<file path="config.mk">
export PLATFORM = sky130hd
export DESIGN_NAME = pwmrf_top
export DESIGN_NICKNAME = d
export VERILOG_FILES = /design/src/rtl/pwmrf_pkg.sv /design/src/rtl/pwmrf_prescaler.sv /design/src/rtl/pwmrf_frame.sv /design/src/rtl/pwmrf_lane.sv /design/src/rtl/pwmrf_top.sv
export SDC_FILE = /design/constraint.sdc
export NUM_CORES = 1
export LEC_CHECK = 0
export BUFFER_PORTS_ARGS = -buffer_cell sky130_fd_sc_hd__buf_4
export CAP_MARGIN = 5
export CORE_MARGIN = 2
export CORE_UTILIZATION = 47
export CTS_BUF_LIST = sky130_fd_sc_hd__clkbuf_8
export DETAILED_ROUTE_END_ITERATION = 10
export GPL_ROUTABILITY_DRIVEN = 0
export PLACE_DENSITY = 0.66
export SYNTH_ARGS = -nofsm -noshare
export SYNTH_HDL_FRONTEND = slang
export SYNTH_SLANG_ARGS = --single-unit
</file>
<file path="constraint.sdc">
create_clock -name clk -period 5.2 [get_ports clk]
set_clock_uncertainty 0.15 [all_clocks]
set_input_delay 0.52 -clock clk [delete_from_list [all_inputs] [get_ports clk]]
set_output_delay 0.52 -clock clk [all_outputs]
set_load 0.01 [all_outputs]
</file>
<file path="src/rtl/pwmrf_pkg.sv">
package pwmrf_pkg;

    typedef enum logic [1:0] {
        LANE_OFF  = 2'd0,
        LANE_LOW  = 2'd1,
        LANE_HIGH = 2'd2
    } lane_state_e;

endpackage

</file>
<file path="src/rtl/pwmrf_prescaler.sv">
module pwmrf_prescaler #(
    parameter int HDIV_W = 4,
    parameter int LDIV_W = 4
) (
    input  logic              clk,
    input  logic              rst,
    input  logic [HDIV_W-1:0] div_hi,
    input  logic [LDIV_W-1:0] div_lo,
    output logic              tick
);
    localparam int CNT_W = (1 << HDIV_W) - 1 + LDIV_W + 1;

    logic [CNT_W-1:0] lin_div;
    logic [CNT_W-1:0] full_div;
    logic [CNT_W-1:0] last_cnt;
    logic [CNT_W-1:0] pre_cnt;

    // linear stage: field 0 divides by one, field N by 2N
    always_comb begin
        if (div_lo == '0) begin
            lin_div = CNT_W'(1);
        end else begin
            lin_div = CNT_W'(div_lo) << 1;
        end
        full_div = lin_div << div_hi;
        last_cnt = full_div - CNT_W'(1);
    end

    assign tick = (pre_cnt >= last_cnt);

    always_ff @(posedge clk) begin
        if (rst) begin
            pre_cnt <= '0;
        end else if (tick) begin
            pre_cnt <= '0;
        end else begin
            pre_cnt <= pre_cnt + CNT_W'(1);
        end
    end

endmodule

</file>
<file path="src/rtl/pwmrf_frame.sv">
module pwmrf_frame #(
    parameter int LANES = 2,
    parameter int PT_W  = 8
) (
    input  logic                       clk,
    input  logic                       rst,
    input  logic                       step,
    input  logic [PT_W-1:0]            unit_in,
    input  logic [LANES-1:0][PT_W-1:0] rise_in,
    input  logic [LANES-1:0][PT_W-1:0] fall_in,
    output logic [PT_W-1:0]            pos,
    output logic [PT_W-1:0]            unit_sh,
    output logic [PT_W-1:0]            next_pos,
    output logic [LANES-1:0][PT_W-1:0] rise_eff,
    output logic [LANES-1:0][PT_W-1:0] fall_eff
);
    logic                       wrap;
    logic [LANES-1:0][PT_W-1:0] rise_sh;
    logic [LANES-1:0][PT_W-1:0] fall_sh;

    assign wrap     = step && (pos == unit_sh);
    assign next_pos = wrap ? '0 : pos + PT_W'(1);

    // at the wrap the freshly loaded points already govern position 0
    always_comb begin
        for (int i = 0; i < LANES; i++) begin
            rise_eff[i] = wrap ? rise_in[i] : rise_sh[i];
            fall_eff[i] = wrap ? fall_in[i] : fall_sh[i];
        end
    end

    always_ff @(posedge clk) begin
        if (rst) begin
            pos     <= '0;
            unit_sh <= '0;
            rise_sh <= '0;
            fall_sh <= '0;
        end else if (step) begin
            pos <= next_pos;
            if (wrap) begin
                unit_sh <= unit_in;
                rise_sh <= rise_in;
                fall_sh <= fall_in;
            end
        end
    end

endmodule

</file>
<file path="src/rtl/pwmrf_lane.sv">
module pwmrf_lane
    import pwmrf_pkg::*;
#(
    parameter int PT_W = 8
) (
    input  logic            clk,
    input  logic            rst,
    input  logic            en,
    input  logic            step,
    input  logic [PT_W-1:0] next_pos,
    input  logic [PT_W-1:0] rise,
    input  logic [PT_W-1:0] fall,
    output logic            pwm
);
    lane_state_e state_q;
    lane_state_e state_d;
    logic        hit_rise;
    logic        hit_fall;

    assign hit_rise = step && (next_pos == rise);
    assign hit_fall = step && (next_pos == fall);

    always_comb begin
        state_d = state_q;
        if (!en) begin
            state_d = LANE_OFF;
        end else begin
            unique case (state_q)
                LANE_OFF:  state_d = hit_rise ? LANE_HIGH : LANE_LOW;
                LANE_LOW:  if (hit_rise) state_d = LANE_HIGH;
                LANE_HIGH: if (hit_fall && !hit_rise) state_d = LANE_LOW;
                default:   state_d = LANE_OFF;
            endcase
        end
    end

    always_ff @(posedge clk) begin
        if (rst) begin
            state_q <= LANE_OFF;
        end else begin
            state_q <= state_d;
        end
    end

    always_comb begin
        pwm = (state_q == LANE_HIGH);
    end

endmodule

</file>
<file path="src/rtl/pwmrf_top.sv">
module pwmrf_top #(
    parameter int LANES  = 2,
    parameter int PT_W   = 8,
    parameter int HDIV_W = 4,
    parameter int LDIV_W = 4
) (
    input  logic                    clk,
    input  logic                    rst,
    input  logic [LANES-1:0]        lane_en,
    input  logic [HDIV_W-1:0]       div_hi,
    input  logic [LDIV_W-1:0]       div_lo,
    input  logic [PT_W-1:0]         period_unit,
    input  logic [2*LANES*PT_W-1:0] duty_word,
    output logic [LANES-1:0]        pwm_o
);
    localparam int LANE_BITS = 2 * PT_W;

    logic                       step;
    logic [PT_W-1:0]            frame_pos;
    logic [PT_W-1:0]            frame_unit;
    logic [PT_W-1:0]            next_pos;
    logic [LANES-1:0][PT_W-1:0] rise_in;
    logic [LANES-1:0][PT_W-1:0] fall_in;
    logic [LANES-1:0][PT_W-1:0] rise_eff;
    logic [LANES-1:0][PT_W-1:0] fall_eff;

    pwmrf_prescaler #(
        .HDIV_W (HDIV_W),
        .LDIV_W (LDIV_W)
    ) u_prescaler (
        .clk    (clk),
        .rst    (rst),
        .div_hi (div_hi),
        .div_lo (div_lo),
        .tick   (step)
    );

    pwmrf_frame #(
        .LANES (LANES),
        .PT_W  (PT_W)
    ) u_frame (
        .clk      (clk),
        .rst      (rst),
        .step     (step),
        .unit_in  (period_unit),
        .rise_in  (rise_in),
        .fall_in  (fall_in),
        .pos      (frame_pos),
        .unit_sh  (frame_unit),
        .next_pos (next_pos),
        .rise_eff (rise_eff),
        .fall_eff (fall_eff)
    );

    for (genvar g = 0; g < LANES; g++) begin : g_lane
        // each lane owns a rise byte followed by a fall byte
        assign rise_in[g] = duty_word[g*LANE_BITS +: PT_W];
        assign fall_in[g] = duty_word[g*LANE_BITS + PT_W +: PT_W];

        pwmrf_lane #(
            .PT_W (PT_W)
        ) u_lane (
            .clk      (clk),
            .rst      (rst),
            .en       (lane_en[g]),
            .step     (step),
            .next_pos (next_pos),
            .rise     (rise_eff[g]),
            .fall     (fall_eff[g]),
            .pwm      (pwm_o[g])
        );
    end

endmodule

</file>
-- Word-level counts from Yosys, hierarchy flattened
Cells that the tools add are included.
- memory bits (read-only): 0
- logic and storage cells: 61
- input port bits: 52
- bits in latches: 0
- memories kept: 0
- bits in writable memories: 0
- register bits after elaboration: 72
- shift-type cells: 1
- bitwise logic cells: 2
- reduce and logical (&&, ||, !) cells: 18
- divide/modulo/power cells: 0
- $lt $le $gt $ge: 1
- equality and inequality tests: 13
- add/sub/neg operators: 3
- multipliers: 0
- mux-type cells: 14
- operators by type and width (operator ; number):
    8-bit equality test ; 5
    8-bit 2-to-1 mux ; 5
    20-bit by 1-bit adder with 20-bit output, second input constant ; 1
    20-bit >= comparator ; 1
    20-bit by 4-bit << shifter with 20-bit output ; 1
    20-bit by 1-bit subtractor with 20-bit output, second input constant ; 1
    2-bit 2-to-1 mux ; 6
    2-bit one-hot mux with 3 select lines ; 2
    8-bit by 1-bit adder with 8-bit output, second input constant ; 1
    1-bit logical AND ; 7
    2-bit AND reduction ; 3
    2-bit OR reduction ; 3
    5-bit 2-to-1 mux ; 1
    2-bit by 1-bit equality test with 1-bit output, second input constant ; 2
    2-bit equality test, second input constant ; 2
    2-bit logical NOT ; 2
    4-bit logical NOT ; 1
    2-bit by 1-bit inequality test with 1-bit output, second input constant ; 2
    2-bit inequality test, second input constant ; 2
    1-bit logical NOT ; 2
    1-bit NOT ; 2

-- Depth between registers and ports, before layout
- depth in word-level cells: 13
- mapped depth: 20
- gate-level depth less buffers: 17

-- Cells and area by module
Synthesis repeated with hierarchy kept, for this count alone.
- cells, all modules: 664
- area, all modules: 5356.4 um^2
- by module, submodules not included (module ; cells an instance ; area each (um^2) ; sequential area each (um^2) ; instances):
    pwmrf_frame ; 305 ; 2471.1 ; 960.9 ; 1
    pwmrf_prescaler ; 299 ; 2339.7 ; 400.4 ; 1
    pwmrf_lane ; 30 ; 272.8 ; 40.0 ; 2

-- Worst setup path after synthesis
No wires, ideal clock.
- path type: input to register
- from: input div_lo[3]
- to: register u_frame.fall_sh[10] (netlist bit)
- required time: 4980 ps
- buffers on the path: 4
- setup slack: 870 ps
- arrival time: 4109 ps
- cell stages on the path: 17
- path through: buf_2 > or4_4 > or3_4 > nand2_2 > nand3_1 > and3_1 > buf_2 > and3_1 > o31a_1 > ha_1 > nand4_1 > or3_1 > o211ai_1 > clkbuf_1 > buf_1 > nand3_1 > a21oi_1
- word-level cells in the longest chain between the ends: 7
- RTL lines (element ; line ; text):
    start: declaration ; pwmrf_top.sv:11 ; input logic [LDIV_W-1:0] div_lo,
    4-bit logical NOT ; pwmrf_prescaler.sv:20 ; if (div_lo == '0) begin
    5-bit 2-to-1 mux (*) ; pwmrf_prescaler.sv:20 ;
    20-bit by 4-bit << shifter with 20-bit output (*) ; pwmrf_prescaler.sv:25 ; full_div = lin_div << div_hi;
    20-bit by 1-bit subtractor with 20-bit output (*) ; pwmrf_prescaler.sv:26 ; last_cnt = full_div - CNT_W'(1);
    20-bit >= comparator (*) ; pwmrf_prescaler.sv:29 ; assign tick = (pre_cnt >= last_cnt);
    1-bit logical AND ; pwmrf_frame.sv:21 ; assign wrap = step && (pos == unit_sh);
    2-bit AND reduction (no line) (*) ; -- ;
    end signal: assignment ; pwmrf_frame.sv:43 ; fall_sh <= fall_in;
    end: declaration ; pwmrf_frame.sv:19 ; logic [LANES-1:0][PT_W-1:0] fall_sh;
Every way passes the cells marked *; elsewhere a longest branch is shown, timed or not.
A chain may end at the register's enable or synchronous reset.

-- Worst setup path in the final report
- from: input div_hi[1]
- to: register g_lane[1].u_lane.state_q[0]
- word-level cells in the longest chain between the ends: 11
- RTL lines (element ; line ; text):
    start: declaration ; pwmrf_top.sv:10 ; input logic [HDIV_W-1:0] div_hi,
    20-bit by 4-bit << shifter with 20-bit output (*) ; pwmrf_prescaler.sv:25 ;
    20-bit by 1-bit subtractor with 20-bit output (*) ; pwmrf_prescaler.sv:26 ;
    20-bit >= comparator (*) ; pwmrf_prescaler.sv:29 ;
    1-bit logical AND ; pwmrf_frame.sv:21 ;
    8-bit 2-to-1 mux, on equally long branches ; pwmrf_frame.sv:22, pwmrf_frame.sv:27 ;
    8-bit equality test ; pwmrf_lane.sv:20 ; assign hit_rise = step && (next_pos == rise);
    1-bit logical AND ; pwmrf_lane.sv:20 ;
    1-bit logical NOT ; pwmrf_lane.sv:31 ; LANE_HIGH: if (hit_fall && !hit_rise) state_d = LANE_LOW;
    1-bit logical AND ; pwmrf_lane.sv:31 ;
    2-bit inequality test (no line) ; -- ;
    2-bit AND reduction (no line) ; -- ;
    end signal: assignment ; pwmrf_lane.sv:41 ; state_q <= state_d;
    end: declaration ; pwmrf_lane.sv:15 ; lane_state_e state_q;
Marked as above.

==> results.sh <==
export IMPL_cp_data_arrival_time_ns=4.62
export IMPL_mostFrequentLayoutCells="72 x dfxtp_1, 64 x o21ai_0, 64 x a21oi_1, 61 x nand3_1, 60 x buf_4"
export IMPL_synthesis_instances=653
export IMPL_totalNegativeSetupSlack_ns=0
export IMPL_grt_max_degree=52
export IMPL_synth_compound_gate_area_share_pct=20.3
export IMPL_cts_root_buf="clkbuf_8"
export IMPL_vdd_ir_drop_worst_mv=0.238
export IMPL_drv_cap=0
export IMPL_grtUsageTotal_pct=23.0
export IMPL_die_height_um=108
export IMPL_total_leakage_power_nw=2.17
export IMPL_synth_edf_count=0
export IMPL_path_max_fanout=19
export IMPL_placement_cell_area_sq_mm=0.00552
export IMPL_layout_area_overhead_vs_synth_pct=11.9
export IMPL_postRouteWirelength_mm=12.5
export IMPL_antenna_cells_inserted=0
export IMPL_crit_path_cell_trace="buf_4 > mux2i_1 > mux2i_1 > or3_4 > nand3_1 > and3_1 > and3_1 > o31a_1 > ha_1 > nand4_1 > or3_1 > o211ai_1 > o21ai_0 > and3b_1"
export IMPL_net_count_reported_at_finish=750
export IMPL_place_detailed_hpwl_mm=9.30
export IMPL_synth_simple_gate_area_share_pct=26.0
export IMPL_critPathMaxStageDelay_ns=0.63
export IMPL_synth_top_family_by_area="simple AND/OR/NAND/NOR gates"
export IMPL_critical_path_n_buffers_inverters=1
export IMPL_layout_cells_most_common="dfxtp_1"
export IMPL_slew_limit_headroom_pct=47.2
export IMPL_tritoncts_num_buffers=9
export IMPL_post_route_cells_drive_above_1_share_pct=13.8
export IMPL_timing_max_transition_violations_final=0
export IMPL_post_cts_setup_buffer_count=0
export IMPL_period_minus_slack_ns=4.51
export IMPL_cp_start_kind="input pin"
export IMPL_worstHoldPathType="input pin to register"
export IMPL_detail_route_antenna_nets=0
export IMPL_dominant_register_cell_in_the_synthesized_netlist="dfxtp_1"
export IMPL_synth_seq_area_share_pct=28.4
export IMPL_grt_pass1_vias=4583
export IMPL_run_status="completed"
export IMPL_io_pins=54
export IMPL_detail_route_drc_violations=0
export IMPL_antenna_found_initial=0
export IMPL_wire_per_inst_um=15.4
export IMPL_synth_warning_count=0
export IMPL_grt_setup_unrepaired="false"
export IMPL_cts_clk_slew_worst_paths_ns=0.08
export IMPL_grt_first_pass_wirelength_mm=21.4
export IMPL_powerDensity_mw_per_mm2=199
export IMPL_dr_pass1_iters=5
export IMPL_xor_and_xnor_area_share_after_synthesis_pct=12.8
export IMPL_worst_slew_pin_transition_ns=0.770
export IMPL_fmaxAchievable_mhz=222
export IMPL_syn_nets=728
export IMPL_cts_path_max_buffers=2
export IMPL_largest_delay_share_family_worst_path="simple AND/OR/NAND/NOR gates"
export IMPL_final_hold_worst_slack_ns=0.254
export IMPL_setup_worst_path_end_class="register"
export IMPL_synthesis_area_per_instance_sq_um=7.78
export IMPL_holdCritStartpoint="period_unit[7]"
export IMPL_numPortBuffers=53
export IMPL_cts_sink_count=72
export IMPL_setup_worst_path_class="input pin to register"
export IMPL_vias=4786
export IMPL_cts_resized_gates=0
export IMPL_rows=37
export IMPL_dieWidth_um=108
export IMPL_initialDrtViolationCount=303
export IMPL_postCtsHoldBufs=0
export IMPL_h_tree_levels=3
export IMPL_core_area_sq_mm=0.0104
export IMPL_grt_remaining_overflow=0
export IMPL_synth_lib_cells_used_distinct=64
export IMPL_synthArstFlopShare_pct=0
export IMPL_clock_tree_from_tritoncts="yes"
export IMPL_ys_seq_elements=72
export IMPL_setup_worst_path_start="div_hi[1]"
export IMPL_timing_final_crit_share_pct=86.7
export IMPL_timing_rr_start="u_frame.pos[0]"
export IMPL_fraction_of_the_mapped_netlist_area_in_adder_cells_pct=5.66
export IMPL_mappedNetlistArea_sq_mm=0.00508
export IMPL_floorplan_die_area_sq_mm=0.0117
export IMPL_design_power_total_w=0.00113
export IMPL_timing_critical_path_required_ns=5.31
export IMPL_worst_skew_pair_late_latency_ns=0.37
export IMPL_vias_per_cell=5.87
export IMPL_cell_with_the_largest_stage_delay_on_the_worst_path="mux2i_1"
export IMPL_initial_core_util_pct=48.8
export IMPL_setup_viol=0
export IMPL_share_of_cell_area_taken_by_muxes_after_synthesis_pct=2.07
export IMPL_final_std_cell_area_no_fill_sq_mm=0.00569
export IMPL_layout_filler_cells=992
export IMPL_finalHoldViolCount=0
-- area by class of cell --
| type | instances | area [sq um] | share of cell area [%] |
|---|---|---|---|
| multi-input cells | 523 | 3400 | 59.9 |
| clock inverters | 7 | 47.5 | 0.836 |
| inverters | 8 | 30.0 | 0.528 |
| flip-flops and latches | 72 | 1440 | 25.3 |
| repair buffers | 61 | 470 | 8.27 |
| well taps | 136 | 170 | 2.99 |
| clock buffers | 9 | 124 | 2.18 |
-- power breakdown --
part	internal, W	switching [W]	total [W]
clock network	0.000172	0.000224	0.000397
logic	0.0000806	0.0000973	0.000178
registers	0.000554	0.00000312	0.000557
total	0.000807	0.000325	0.00113
-- per-stage QoR --
stage / std cells / setup WS (ns) / utilization (%)
2_1_floorplan: 653 / 0.870 / -
5_1_grt: 816 / 0.377 / 54.6
3_3_place_gp: 800 / 0.439 / 53.0
6_report: 816 / 0.693 / 54.6
4_1_cts: 816 / 0.741 / 54.6
3_5_place_dp: 800 / 0.362 / 53.0
-- sequential cells by signal, indices dropped and copies added (netlist names) --
signal                 count
g_lane.u_lane.state_q      4
u_frame.rise_sh           16
u_frame.pos                8
u_prescaler.pre_cnt       20
u_frame.unit_sh            8
u_frame.fall_sh           16
-- worst min-delay path, delay by kind of cell --
kind | cells | cell delay [ns]
AO/OA/AOI/OAI | 1 | 0.05
AND/OR/NAND/NOR | 1 | 0.05
buffers and inverters | 1 | 0.11
-- cells by family (layout without fill, tap and decap cells) --
family / count (synthesis) / in the layout
compound gates: 173 / 173
xor+xnor: 71 / 71
fa+ha+maj: 23 / 23
buf+inv: 58 / 85
flops: 72 / 72
mux: 9 / 9
simple gates: 247 / 247
-- synthesized netlist by cell type (all sizes together) (10+ instances only) --
cell	number	area (sq um)
a21oi	64	320
and3	15	93.8
buf	14	77.6
clkbuf	36	135
dfxtp	72	1440
ha	23	288
nand2	38	145
nand2b	12	75.1
nand3	61	305
nor2	49	184
nor3	10	61.3
nor4	12	75.1
o21ai	66	330
xnor2	44	385
xor2	25	219
-- worst paths after layout --
check | endpoint | slack, ns | depth (start not counted)
worst min register to register | u_frame.fall_sh[14] | 0.34 | 2
worst max register to register | g_lane[1].u_lane.state_q[0] | 1.99 | 8
worst max-delay path | g_lane[1].u_lane.state_q[0] | 0.69 | 14
worst min-delay path | u_frame.unit_sh[7] | 0.25 | 3
-- metal layers --
layer  GRT usage, %  wire length (um)  vias up
met5              0                 0        -
met4           6.96               223        0
met3           6.33               736       16
met2           36.3              5790      139
met1           30.6              5800     2243
li1               -                 -     2388
Power figures use the tool's default switching activity.
